### config.mk
export PLATFORM = sky130hd
export DESIGN_NAME = mutex_lock_top
export DESIGN_NICKNAME = d
export VERILOG_FILES = /design/src/rtl/mutex_pkg.sv /design/src/rtl/mutex_prio_sel.sv /design/src/rtl/mutex_lock_core.sv /design/src/rtl/mutex_lock_top.sv
export SDC_FILE = /design/constraint.sdc
export NUM_CORES = 1
export LEC_CHECK = 0
export BUFFER_PORTS_ARGS = -buffer_cell sky130_fd_sc_hd__buf_2
export CORE_MARGIN = 1.5
export CORE_UTILIZATION = 43
export CTS_CLUSTER_SIZE = 8
export DETAILED_ROUTE_END_ITERATION = 10
export PLACE_DENSITY = 0.85
export SYNTH_ARGS = -nofsm -noshare
export SYNTH_HDL_FRONTEND = slang
export SYNTH_HIERARCHICAL = 1
export SYNTH_SLANG_ARGS = --single-unit
### constraint.sdc
create_clock -name clk -period 2.55 [get_ports clk]
set_input_delay 0.1275 -clock clk [delete_from_list [all_inputs] [get_ports clk]]
set_output_delay 0.1275 -clock clk [all_outputs]
set_load 0.01 [all_outputs]
### src/rtl/mutex_pkg.sv
package mutex_pkg;
    localparam int OWNER_W = 16;
    localparam int VALUE_W = 16;
    localparam int WORD_W  = OWNER_W + VALUE_W;

    typedef struct packed {
        logic [OWNER_W-1:0] owner;
        logic [VALUE_W-1:0] value;
    } lock_word_t;
endpackage

### src/rtl/mutex_prio_sel.sv
module mutex_prio_sel #(
    parameter int N = 4,
    parameter int W = 32
) (
    input  logic [N-1:0]   req,
    input  logic [N*W-1:0] data,
    output logic [N-1:0]   grant,
    output logic           sel_valid,
    output logic [W-1:0]   sel_data
);
    logic [N:0] pending;

    assign pending[0] = 1'b0;

    genvar gi;
    generate
        for (gi = 0; gi < N; gi++) begin : g_chain
            assign grant[gi]     = req[gi] & ~pending[gi];
            assign pending[gi+1] = pending[gi] | req[gi];
        end
    endgenerate

    assign sel_valid = pending[N];

    always_comb begin
        sel_data = '0;
        for (int i = 0; i < N; i++) begin
            sel_data = sel_data | (data[i*W +: W] & {W{grant[i]}});
        end
    end
endmodule

### src/rtl/mutex_lock_core.sv
module mutex_lock_core
    import mutex_pkg::*;
#(
    parameter logic [OWNER_W-1:0] INIT_OWNER = '0,
    parameter logic [VALUE_W-1:0] INIT_VALUE = '0
) (
    input  logic               clk,
    input  logic               rst_n,
    input  logic               sel_valid,
    input  lock_word_t         sel_word,
    output logic [OWNER_W-1:0] cur_owner,
    output logic [VALUE_W-1:0] cur_value
);
    lock_word_t state_d, state_q;
    logic       held;
    logic       same_owner;

    assign held       = (state_q.value != '0);
    assign same_owner = (sel_word.owner == state_q.owner);

    always_comb begin
        state_d = state_q;
        if (sel_valid) begin
            if (sel_word.value != '0) begin
                if (!held || same_owner) begin
                    state_d = sel_word;
                end
            end else if (same_owner) begin
                state_d.value = '0;
            end
        end
    end

    always_ff @(posedge clk) begin
        if (!rst_n) begin
            state_q.owner <= INIT_OWNER;
            state_q.value <= INIT_VALUE;
        end else begin
            state_q <= state_d;
        end
    end

    assign cur_owner = state_q.owner;
    assign cur_value = state_q.value;
endmodule

### src/rtl/mutex_lock_top.sv
module mutex_lock_top
    import mutex_pkg::*;
#(
    parameter int                 NUM_MASTERS = 4,
    parameter logic [OWNER_W-1:0] INIT_OWNER  = '0,
    parameter logic [VALUE_W-1:0] INIT_VALUE  = '0
) (
    input  logic                          clk,
    input  logic                          rst_n,
    input  logic [NUM_MASTERS-1:0]        wr_en,
    input  logic [NUM_MASTERS*WORD_W-1:0] wr_data,
    output logic [WORD_W-1:0]             rd_data,
    output logic                          locked
);
    logic [NUM_MASTERS-1:0] grant;
    logic                   sel_valid;
    logic [WORD_W-1:0]      sel_raw;
    lock_word_t             sel_word;
    logic [OWNER_W-1:0]     cur_owner;
    logic [VALUE_W-1:0]     cur_value;

    mutex_prio_sel #(
        .N (NUM_MASTERS),
        .W (WORD_W)
    ) u_sel (
        .req       (wr_en),
        .data      (wr_data),
        .grant     (grant),
        .sel_valid (sel_valid),
        .sel_data  (sel_raw)
    );

    assign sel_word = lock_word_t'(sel_raw);

    mutex_lock_core #(
        .INIT_OWNER (INIT_OWNER),
        .INIT_VALUE (INIT_VALUE)
    ) u_core (
        .clk       (clk),
        .rst_n     (rst_n),
        .sel_valid (sel_valid),
        .sel_word  (sel_word),
        .cur_owner (cur_owner),
        .cur_value (cur_value)
    );

    assign rd_data = {cur_owner, cur_value};
    assign locked  = (cur_value != '0);
endmodule

# Word-level counts from Yosys, hierarchy flattened
# Cells that the tools add are included.
dict set report op_classes {
  bitwise 16
  muxes 3
  eq_ne 2
  reduce_logical 7
}
# cell n
set ops {}
lappend ops {{AND 32 bit} 4}
lappend ops {{bitwise OR 32 bit} 3}
lappend ops {{two-way mux 16 bit} 3}
lappend ops {{nonzero test 16 bit} 2}
lappend ops {{equality test 16 bit} 1}
lappend ops {{AND reduction 3 bit} 2}
lappend ops {{AND 1 bit} 3}
lappend ops {{NOT 1 bit} 3}
lappend ops {{bitwise OR 1 bit} 3}
lappend ops {{inequality test 2 bit, second input constant} 1}
lappend ops {{nonzero test 2 bit} 1}
lappend ops {{logical NOT 1 bit} 1}
lappend ops {{logical OR 1 bit} 1}
dict set report word_totals {
  ff_bits 32
  elab_cells 30
  inputBits 134
  output_inout_bits 33
}

# Longest topological paths before layout
# Gate-level depths: netlist of the first run.
dict set report depth {
  depth_word 10
  mapped_depth 13
  mapped_depth_nobuf 8
}

# By module
# The synthesis of the first run kept the hierarchy.
# mod cells_per_inst area_each_um2 seq_area_each_um2 instances
set by_module_without_submodules {}
lappend by_module_without_submodules {mutex_lock_core 172 1576.5 640.6 1}
lappend by_module_without_submodules {mutex_prio_sel 152 945.9 0.0 1}
lappend by_module_without_submodules {mutex_lock_top 5 31.3 0.0 1}

# Least setup slack after synthesis of the first run
# Ideal clock, no wire load.
dict set report synth_path {
  path_kind {input to register}
  startpoint {input port wr_en[1]}
  endpoint {register u_core.state_q, in the netlist u_core/cur_owner[0]}
  slack_ns 0.239
  setup_ns 0.072
  stages 12
  required_ns 2.478
  t_arrival_ns 2.240
  n_path_buf 4
  cell_sequence {buf_6 > nor2b_1 > buf_2 > buf_6 > a221oi_1 > o21ai_0 > xor2_1 > nor4_2 > nand4_2 > a21oi_4 > buf_6 > mux2i_1}
}
dict set report synth_via {
  elab_chain_len 9
  elab_cells_between_ends 18
  cone_classes {1 x eq/ne; 14 x bitwise; 3 x reduce/logical}
}
# element line
set synth_rtl {}
lappend synth_rtl {{from (decl)} mutex_lock_top.sv:10} ;# input logic [NUM_MASTERS-1:0] wr_en,
lappend synth_rtl {{bitwise OR 1 bit} mutex_prio_sel.sv:19} ;# assign pending[gi+1] = pending[gi] | req[gi];
lappend synth_rtl {{NOT 1 bit / bitwise OR 1 bit (equally long branches)} {mutex_prio_sel.sv:18, mutex_prio_sel.sv:19}}
lappend synth_rtl {{AND 1 bit / NOT 1 bit (equally long branches)} mutex_prio_sel.sv:18} ;# assign grant[gi] = req[gi] & ~pending[gi];
lappend synth_rtl {{AND 32 bit / AND 1 bit (equally long branches)} {mutex_prio_sel.sv:28, mutex_prio_sel.sv:18}}
lappend synth_rtl {{bitwise OR 32 bit / AND 32 bit (equally long branches)} mutex_prio_sel.sv:28} ;# sel_data = sel_data | (data[i*W +: W] & {W{grant[i]}});
lappend synth_rtl {{bitwise OR 32 bit *} mutex_prio_sel.sv:28}
lappend synth_rtl {{via sel_raw[25]} mutex_lock_top.sv:17} ;# logic [WORD_W-1:0] sel_raw;
lappend synth_rtl {{equality test 16 bit *} mutex_lock_core.sv:19} ;# assign same_owner = (sel_word.owner == state_q.owner);
lappend synth_rtl {{logical OR 1 bit *} mutex_lock_core.sv:25} ;# if (!held || same_owner) begin
lappend synth_rtl {{AND reduction 3 bit (no source line) *} n/a}
lappend synth_rtl {{to (signal assigned)} mutex_lock_core.sv:39} ;# state_q <= state_d;
lappend synth_rtl {{to (decl)} mutex_lock_core.sv:14} ;# lock_word_t state_d, state_q;
# The timed path passes the listed nets; every way through them passes the cells marked *.
# A chain may end at the register's enable or synchronous reset.

# Worst setup path after layout of the first run
dict set report layout_path {
  startpoint {input port wr_en[2]}
  endpoint {register u_core.state_q, in the netlist u_core/cur_value[14]}
}
dict set report layout_via {
  elab_cells_between_ends 17
  cone_classes {2 x eq/ne; 2 x mux; 9 x bitwise; 4 x reduce/logical}
}
# element line
set layout_rtl {}
lappend layout_rtl {{bitwise OR 1 bit} mutex_prio_sel.sv:19}
lappend layout_rtl {{NOT 1 bit} mutex_prio_sel.sv:18}
lappend layout_rtl {{AND 1 bit} mutex_prio_sel.sv:18}
lappend layout_rtl {{AND 32 bit} mutex_prio_sel.sv:28}
lappend layout_rtl {{bitwise OR 32 bit *} mutex_prio_sel.sv:28}
lappend layout_rtl {{via sel_raw[0]} mutex_lock_top.sv:17}
lappend layout_rtl {{nonzero test 16 bit *} mutex_lock_core.sv:24} ;# if (sel_word.value != '0) begin
lappend layout_rtl {{inequality test 2 bit (no source line) / nonzero test 2 bit (equally long branches)} n/a}
lappend layout_rtl {{AND reduction 3 bit (no source line)} n/a}
# The timed path passes the listed nets; every way through them passes the cells marked *. The select of a mux whose other input is x is not followed.

==> flow_summary.toml, run 1 <==
[synthesis]
yosysWarningCount = 6
synthCells = 326
postSynthNetCount = 460
syn_area_sq_um = 2530
syn_avg_cell_area_sq_um = 7.77

[sta]
period_minus_slack_ps = 2200
tns_ps = 0
finalMaxSlewViolations = 0
relSlewSlack = 0.309
setup_viol = 0
worst_pin_slew_ps = 1040
final.period_utilization = 0.864
finalHoldViolCount = 0
worst_clock_skew_ps = 7.25
grt_setup_unrepaired = "no"
clock.fmax_mhz = 454
whs_ps = 242
layout_setup_ws_ps = 347

[route]
vias = 2969
firstDrtPassIters = 5
drc_errors = 0
wl_per_cell_um = 14.7
drt_iter0_drc = 129
vias_per_cell = 5.35
wirelength_mm = 8.14
ant_nets = 0

[floorplan]
die_y_um = 79.7
num_rows = 27
core-area_sq_um = 5610
fp.dieArea_sq_um = 6360
die_x_um = 79.7
start_util = 0.452
io-pin-count = 167

[cts]
clkTransAtPathRegs_ps = 60
cts_buffers = 5
cts_resized = 0
cts_max_level = 2
cts.sinks = 32
root_buffer = "clkbuf_8"
postCtsHoldBufs = 0
clock_latency_ps = 280
cts_setup_buffers = 0
clockBufferDepth = 2
tritoncts = "done"

[global_route]
first_global_vias = 2807
grt_max_degree = 65
antenna_found_initial = 0
grt_usage = 0.252
grt_pass1_wl_mm = 12.6
grt_remaining_overflow = 0

[worst_setup_path]
start_kind = "primary input"
cp_slowest_stage_delay_ps = 410
crit_chain = "buf_2 > nor2b_2 > buf_4 > a221oi_1 > o21ai_0 > nor4_1 > a41o_1 > o22a_1 > buf_12 > mux2i_1"
crit_path_end_kind = "register"
crit_buf_inv = 3
cp_max_fo = 16
crit_type = "primary input to register"
cp.arrival_ps = 2410
crit_family = "compound AO/OA/AOI/OAI gates"
slowest_stage = "nor4_1"
required_ps = 2750

[final_layout]
multi_input_area_sq_um = 1700
drive_above_1_share = 0.395
fillers = 513
num-nets-final = 616
fin_area_sq_um = 3470
num_antenna_cells = 0
syn_to_final_growth_pct = 37.1
stdcell_count = 555
seqCellArea_sq_um = 641

[placed_design]
port_buffers = 166
place_congestion = 0.838
dpl.cell_count = 547
dp_hpwl_mm = 6.33
place_ws_ps = 65.7
placed_area_sq_um = 3380

[power_and_ir_drop]
p_leak_nw = 1.71
ir_drop_uv = 319
p_per_area_nw_per_um2 = 612

[run]
cap_violations = 0

[hold_path]
hp-class = "primary input to register"

[run_status]
status = "completed"
-- layer usage --
metal	part of all wire	global-route usage	wire length, um
met5	0	0	0
met4	0.016	0.0897	131
met3	0.058	0.0434	472
met2	0.48	0.436	3900
met1	0.45	0.312	3630
-- worst min-delay path, cell delays in order --
cell and delay [ps]:
buf_2 100, nand2_1 40, o21ai_1 70, nand2_1 70
mux2i_1 60
-- layout make-up --
cell class | instances | area share
multi-input combinational | 265 | 0.488
timing repair buffer | 177 | 0.274
sequential | 32 | 0.185
clock buffer | 8 | 0.0260
tap | 72 | 0.0260
inverter | 1 | 0.00108
-- report_power, final --
part | internal [W] | switching [W]
combinational | 0.000518 | 0.000525
sequential | 0.000596 | 0.0000900
clock | 0.000220 | 0.000176
-- state kept, by name (all words and copies together), names as in the netlist --
register	cells
u_core/cur_owner	16
u_core/cur_value	16
-- stage by stage --
step,power (W),util
4_1_cts,0.00212,0.619
5_1_grt,0.00224,0.619
2_1_floorplan,0.00141,-
6_report,0.00212,0.619
3_3_place_gp,0.00170,0.603
3_5_place_dp,0.00173,0.603
-- final timing paths --
path | start | end | slack [ps] | cells after the start
worst max-delay path | wr_en[2] | u_core/cur_value[14]$_SDFFE_PN0P_ | 350 | 10
worst min-delay path | wr_data[100] | u_core/cur_value[4]$_SDFFE_PN0P_ | 240 | 5
worst max register to register | u_core/cur_owner[2]$_SDFFE_PN0P_ | u_core/cur_owner[15]$_SDFFE_PN0P_ | 790 | 6
worst min register to register | u_core/cur_owner[1]$_SDFFE_PN0P_ | u_core/cur_owner[1]$_SDFFE_PN0P_ | 490 | 2
-- cells in the final DEF (no fill, tap or decap) --
cell	count
nor2b_2	1
nand4_2	1
dfxtp_1	32
nor4_2	3
nor4b_4	1
a21oi_4	1
buf_12	3
nor4_4	1
clkbuf_8	6
buf_4	8
o21ai_0	19
a41o_1	1
xor2_1	16
nand4_1	2
inv_1	1
or4_1	1
nor2b_1	32
nand2_1	96
a221oi_1	32
clkbuf_1	2
buf_2	166
o21ai_1	13
mux2i_1	32
nor4_1	12
o22a_1	1
(Power assumes the default switching activity.)
==> inputs of run 2 (changes only) <==
Settings changed: CORE_UTILIZATION 43 to 46, PLACE_DENSITY 0.85 to 0.89.
Clock period 2.55 ns to 2.64 ns, I/O delays scaled along.
==> flow_summary.toml, run 2 (synthesis results as in run 1) <==
[run_status]
status = "completed"

[route]
drc_errors = 0
ant_nets = 0
vias_per_cell = 5.44
vias = 3002
drt_iter0_drc = 193
wirelength_mm = 7.97
firstDrtPassIters = 4
wl_per_cell_um = 14.4

[worst_setup_path]
crit_path_end_kind = "register"
crit_type = "primary input to register"
path_common_cell = "buf_4"
cp_slowest_stage_delay_ps = 400
crit_start = "wr_en[1]"
cp.arrival_ps = 2580
crit_chain = "buf_2 > buf_4 > nor4b_4 > buf_4 > buf_4 > nand2_1 > o21ai_0 > nor4_1 > a41o_1 > o22a_1 > buf_12 > mux2i_1"
slowest_stage = "nor4_1"
cp_max_fo = 34
required_ps = 2850
reg2reg_from = "u_core/cur_owner[9]$_SDFFE_PN0P_"
start_kind = "primary input"

[power_and_ir_drop]
p_per_area_nw_per_um2 = 591
ir_drop_uv = 316
p_leak_nw = 1.71

[final_layout]
stdcell_count = 552
num-nets-final = 615
layout_common_cells = "buf_2 (166), nand2_1 (96)"
syn_to_final_growth_pct = 36.9
num_antenna_cells = 0
drive_above_1_share = 0.394
layout_commonest_cell = "buf_2"
fillers = 464

[global_route]
grt_usage = 0.260
grt_max_degree = 65
antenna_found_initial = 0
grt_remaining_overflow = 0
grt_pass1_wl_mm = 12.5
first_global_vias = 2783

[sta]
grt_setup_unrepaired = "no"
period_minus_slack_ps = 2370
finalHoldViolCount = 0
whs_ps = 223
tns_ps = 0
finalMaxSlewViolations = 0
worst_pin_slew_ps = 1010
worst_clock_skew_ps = 3.40
setup_viol = 0
relSlewSlack = 0.328
final.period_utilization = 0.898
clock.fmax_mhz = 422

[floorplan]
die_x_um = 77.2
io-pin-count = 167
start_util = 0.487
die_y_um = 77.2
core-area_sq_um = 5200
num_rows = 26
fp.dieArea_sq_um = 5960

[placed_design]
place_congestion = 0.897
port_buffers = 166
dp_hpwl_mm = 6.22
dpl.cell_count = 544

[cts]
cts_setup_buffers = 0
clkTransAtPathRegs_ps = 70
clockBufferDepth = 2
clock_latency_ps = 280
cts_buffers = 5
tritoncts = "done"
root_buffer = "clkbuf_8"
postCtsHoldBufs = 0
cts_max_level = 2
cts_resized = 0
cts.sinks = 32

[hold_path]
hp-class = "primary input to register"
hold_path_startpoint = "wr_data[115]"

[run]
cap_violations = 0
[run 2: metrics by stage]
| step | power [W] | util | instance area [sq um] | setup WS [ps] |
|---|---|---|---|---|
| 2_1_floorplan | 0.00136 | - | 2530 | 324 |
| 3_3_place_gp | 0.00164 | 0.648 | 3370 | -202 |
| 3_5_place_dp | 0.00166 | 0.648 | 3370 | -295 |
| 4_1_cts | 0.00205 | 0.665 | 3460 | 0.182 |
| 5_1_grt | 0.00216 | 0.666 | 3470 | 116 |
| 6_report | 0.00205 | 0.666 | 3470 | 270 |
[run 2: routing by layer]
layer	vias up	wire length (um)	global-route usage
met1	1362	3350	0.320
met4	0	194	0.115
met5	-	0	0
li1	1470	-	-
met3	23	571	0.0631
met2	147	3850	0.429
[run 2: path summary, 6_finish.rpt]
check / slack, ps / depth (start not counted) / to
setup reg to reg: 910 / 6 / u_core/cur_value[7]$_SDFFE_PN0P_
hold reg to reg: 480 / 2 / u_core/cur_owner[10]$_SDFFE_PN0P_
setup / recovery: 270 / 12 / u_core/cur_value[7]$_SDFFE_PN0P_
hold / removal: 220 / 5 / u_core/cur_owner[3]$_SDFFE_PN0P_
[run 2: power by group]
group	total (W)	switching, W	internal [W]
Clock	0.000392	0.000180	0.000213
Sequential	0.000662	0.0000872	0.000575
Combinational	0.000993	0.000494	0.000498
[run 2: final cells by class]
type | count | area (sq um) | area share
clock buffer | 8 | 90.1 | 0.0260
inverter | 1 | 3.75 | 0.00108
multi-input combinational | 265 | 1700 | 0.491
sequential | 32 | 641 | 0.185
tap | 70 | 87.6 | 0.0253
timing repair buffer | 176 | 943 | 0.272
[run 2: worst max-delay path, delay by kind of cell]
family,cells,cell delay [ps]
AO/OA/AOI/OAI,3,620
buffers and inverters,5,1040
multiplexers,1,210
AND/OR/NAND/NOR,3,560
==> inputs of run 3 (changes only) <==
Settings changed: CORE_ASPECT_RATIO set to 0.7, GPL_TIMING_DRIVEN set to 0.
==> flow_summary.toml, run 3 (synthesis results as in run 1) <==
[route]
drt_iter0_drc = 274
firstDrtPassIters = 5
wirelength_mm = 9.34
vias_per_cell = 5.67
wl_per_cell_um = 16.3
drc_errors = 0
vias = 3252
ant_nets = 0

[final_layout]
drive_above_1_share = 0.396
syn_to_final_growth_pct = 41.6
seqCellArea_sq_um = 641
fillers = 490
utilization = 0.679
layout_commonest_cell = "buf_2"
multi_input_area_sq_um = 1690
num-nets-final = 635
fin_area_sq_um = 3590
stdcell_count = 574
num_antenna_cells = 0
layout_common_cells = "buf_2 (169), nand2_1 (96), nor2b_1 (33)"

[sta]
grt_setup_unrepaired = "no"
clock.fmax_mhz = 406
period_minus_slack_ps = 2460
setup_viol = 0
final.period_utilization = 0.933
worst_pin_slew_ps = 529
worst_clock_skew_ps = 6.22
finalMaxSlewViolations = 0
relSlewSlack = 0.647
layout_setup_ws_ps = 177
finalHoldViolCount = 0

[power_and_ir_drop]
p_per_area_nw_per_um2 = 613
ir_drop_uv = 339
p_leak_nw = 1.77

[worst_setup_path]
start_kind = "primary input"
cp_max_fo = 10
cp.arrival_ps = 2640
required_ps = 2820
r2r_slack_ps = 760
cp_num_cells = 13
slowest_stage = "nor4_2"
cp_slowest_stage_delay_ps = 330
reg2reg_depth = 7
crit_chain = "buf_2 > nor2b_1 > buf_2 > buf_6 > a221oi_1 > o21ai_0 > xor2_1 > nor4_2 > nand4_2 > o22a_1 > buf_6 > buf_12 > mux2i_1"
crit_type = "primary input to register"
crit_path_end_kind = "register"
crit_buf_inv = 5
crit_family = "compound AO/OA/AOI/OAI gates"

[floorplan]
io-pin-count = 167
start_util = 0.479
num_rows = 22
core-area_sq_um = 5290
die_y_um = 65.1
fp.dieArea_sq_um = 5970
die_x_um = 91.7

[placed_design]
placed_area_sq_um = 3440
dp_hpwl_mm = 7.36
dpl.cell_count = 562
place_ws_ps = -232
port_buffers = 164
place_congestion = 0.904

[global_route]
use_met3 = 0.0563
grt_max_degree = 12
antenna_found_initial = 0
first_global_vias = 2993
use_met2 = 0.521
grt_remaining_overflow = 0
use_met1 = 0.414
grt_pass1_wl_mm = 14.7
busiest_layer = "met2"
grt_usage = 0.315

[cts]
cts_buffers = 5
clkTransAtPathRegs_ps = 70
postCtsHoldBufs = 0
root_buffer = "clkbuf_8"
cts.sinks = 32
clock_latency_ps = 280
clockBufferDepth = 2
tritoncts = "done"
cts_max_level = 2

[hold_path]
hp-class = "primary input to register"
hold_depth = 5

[run_status]
status = "completed"

[run]
cap_violations = 0
-- run 3: cell types whose count changed in the layout (fill, tap and decap cells not counted), moves of 2 or more --
cell	before	now
buf_12	3	1
buf_4	7	4
clkbuf_1	2	12
buf_6	0	9
buf_2	166	169
-- run 3: layout make-up --
type	instances	share of cell area
clock inverters	3	0.0119
multi-input cells	265	0.472
repair buffers	168	0.237
well taps	72	0.0251
plain buffers	28	0.0548
clock buffers	5	0.0192
flip-flops and latches	32	0.179
inverters	1	0.00105
-- run 3: worst reg2reg max path: cells and delay by family, from the launching register on --
kind                   cells  cell delay (ps)
AND/OR/NAND/NOR            2              600
AO/OA/AOI/OAI              1              230
buffers and inverters      2              300
XOR/XNOR                   1              180
flip-flops                 1              340
multiplexers               1              120
-- run 3: power by group --
part / internal, W / switching (W) / total (W)
clock network: 0.000279 / 0.000188 / 0.000467
logic: 0.000529 / 0.000536 / 0.00107
registers: 0.000575 / 0.0000903 / 0.000665
total: 0.00138 / 0.000814 / 0.00220
-- run 3: worst paths after layout --
kind	from	endpoint
max	wr_en[2]	u_core/cur_value[8]$_SDFFE_PN0P_
min	wr_data[115]	u_core/cur_owner[3]$_SDFFE_PN0P_
max reg2reg	u_core/cur_owner[2]$_SDFFE_PN0P_	u_core/cur_value[8]$_SDFFE_PN0P_
min reg2reg	u_core/cur_owner[3]$_SDFFE_PN0P_	u_core/cur_owner[3]$_SDFFE_PN0P_
-- run 3: repair_timing --
item / CTS / global route
setup endpoints to repair: 0 / 20
gates resized for setup: 0 / 2
setup buffers: 0 / 4
-- run 3: metrics by stage --
stage	hold slack, ps	total power, W	TNS, ps
2_1_floorplan	380	0.00136	0
3_3_place_gp	465	0.00166	-1880
3_5_place_dp	477	0.00169	-2400
4_1_cts	230	0.00216	0
5_1_grt	251	0.00231	0
6_report	234	0.00220	0
-- run 3: layer usage --
layer	wire (um)	part of all wire	vias to the layer above
met5	0	0	-
met4	190	0.020	0
met3	902	0.097	21
met2	4280	0.46	202
met1	3960	0.42	1508
li1	-	-	1521
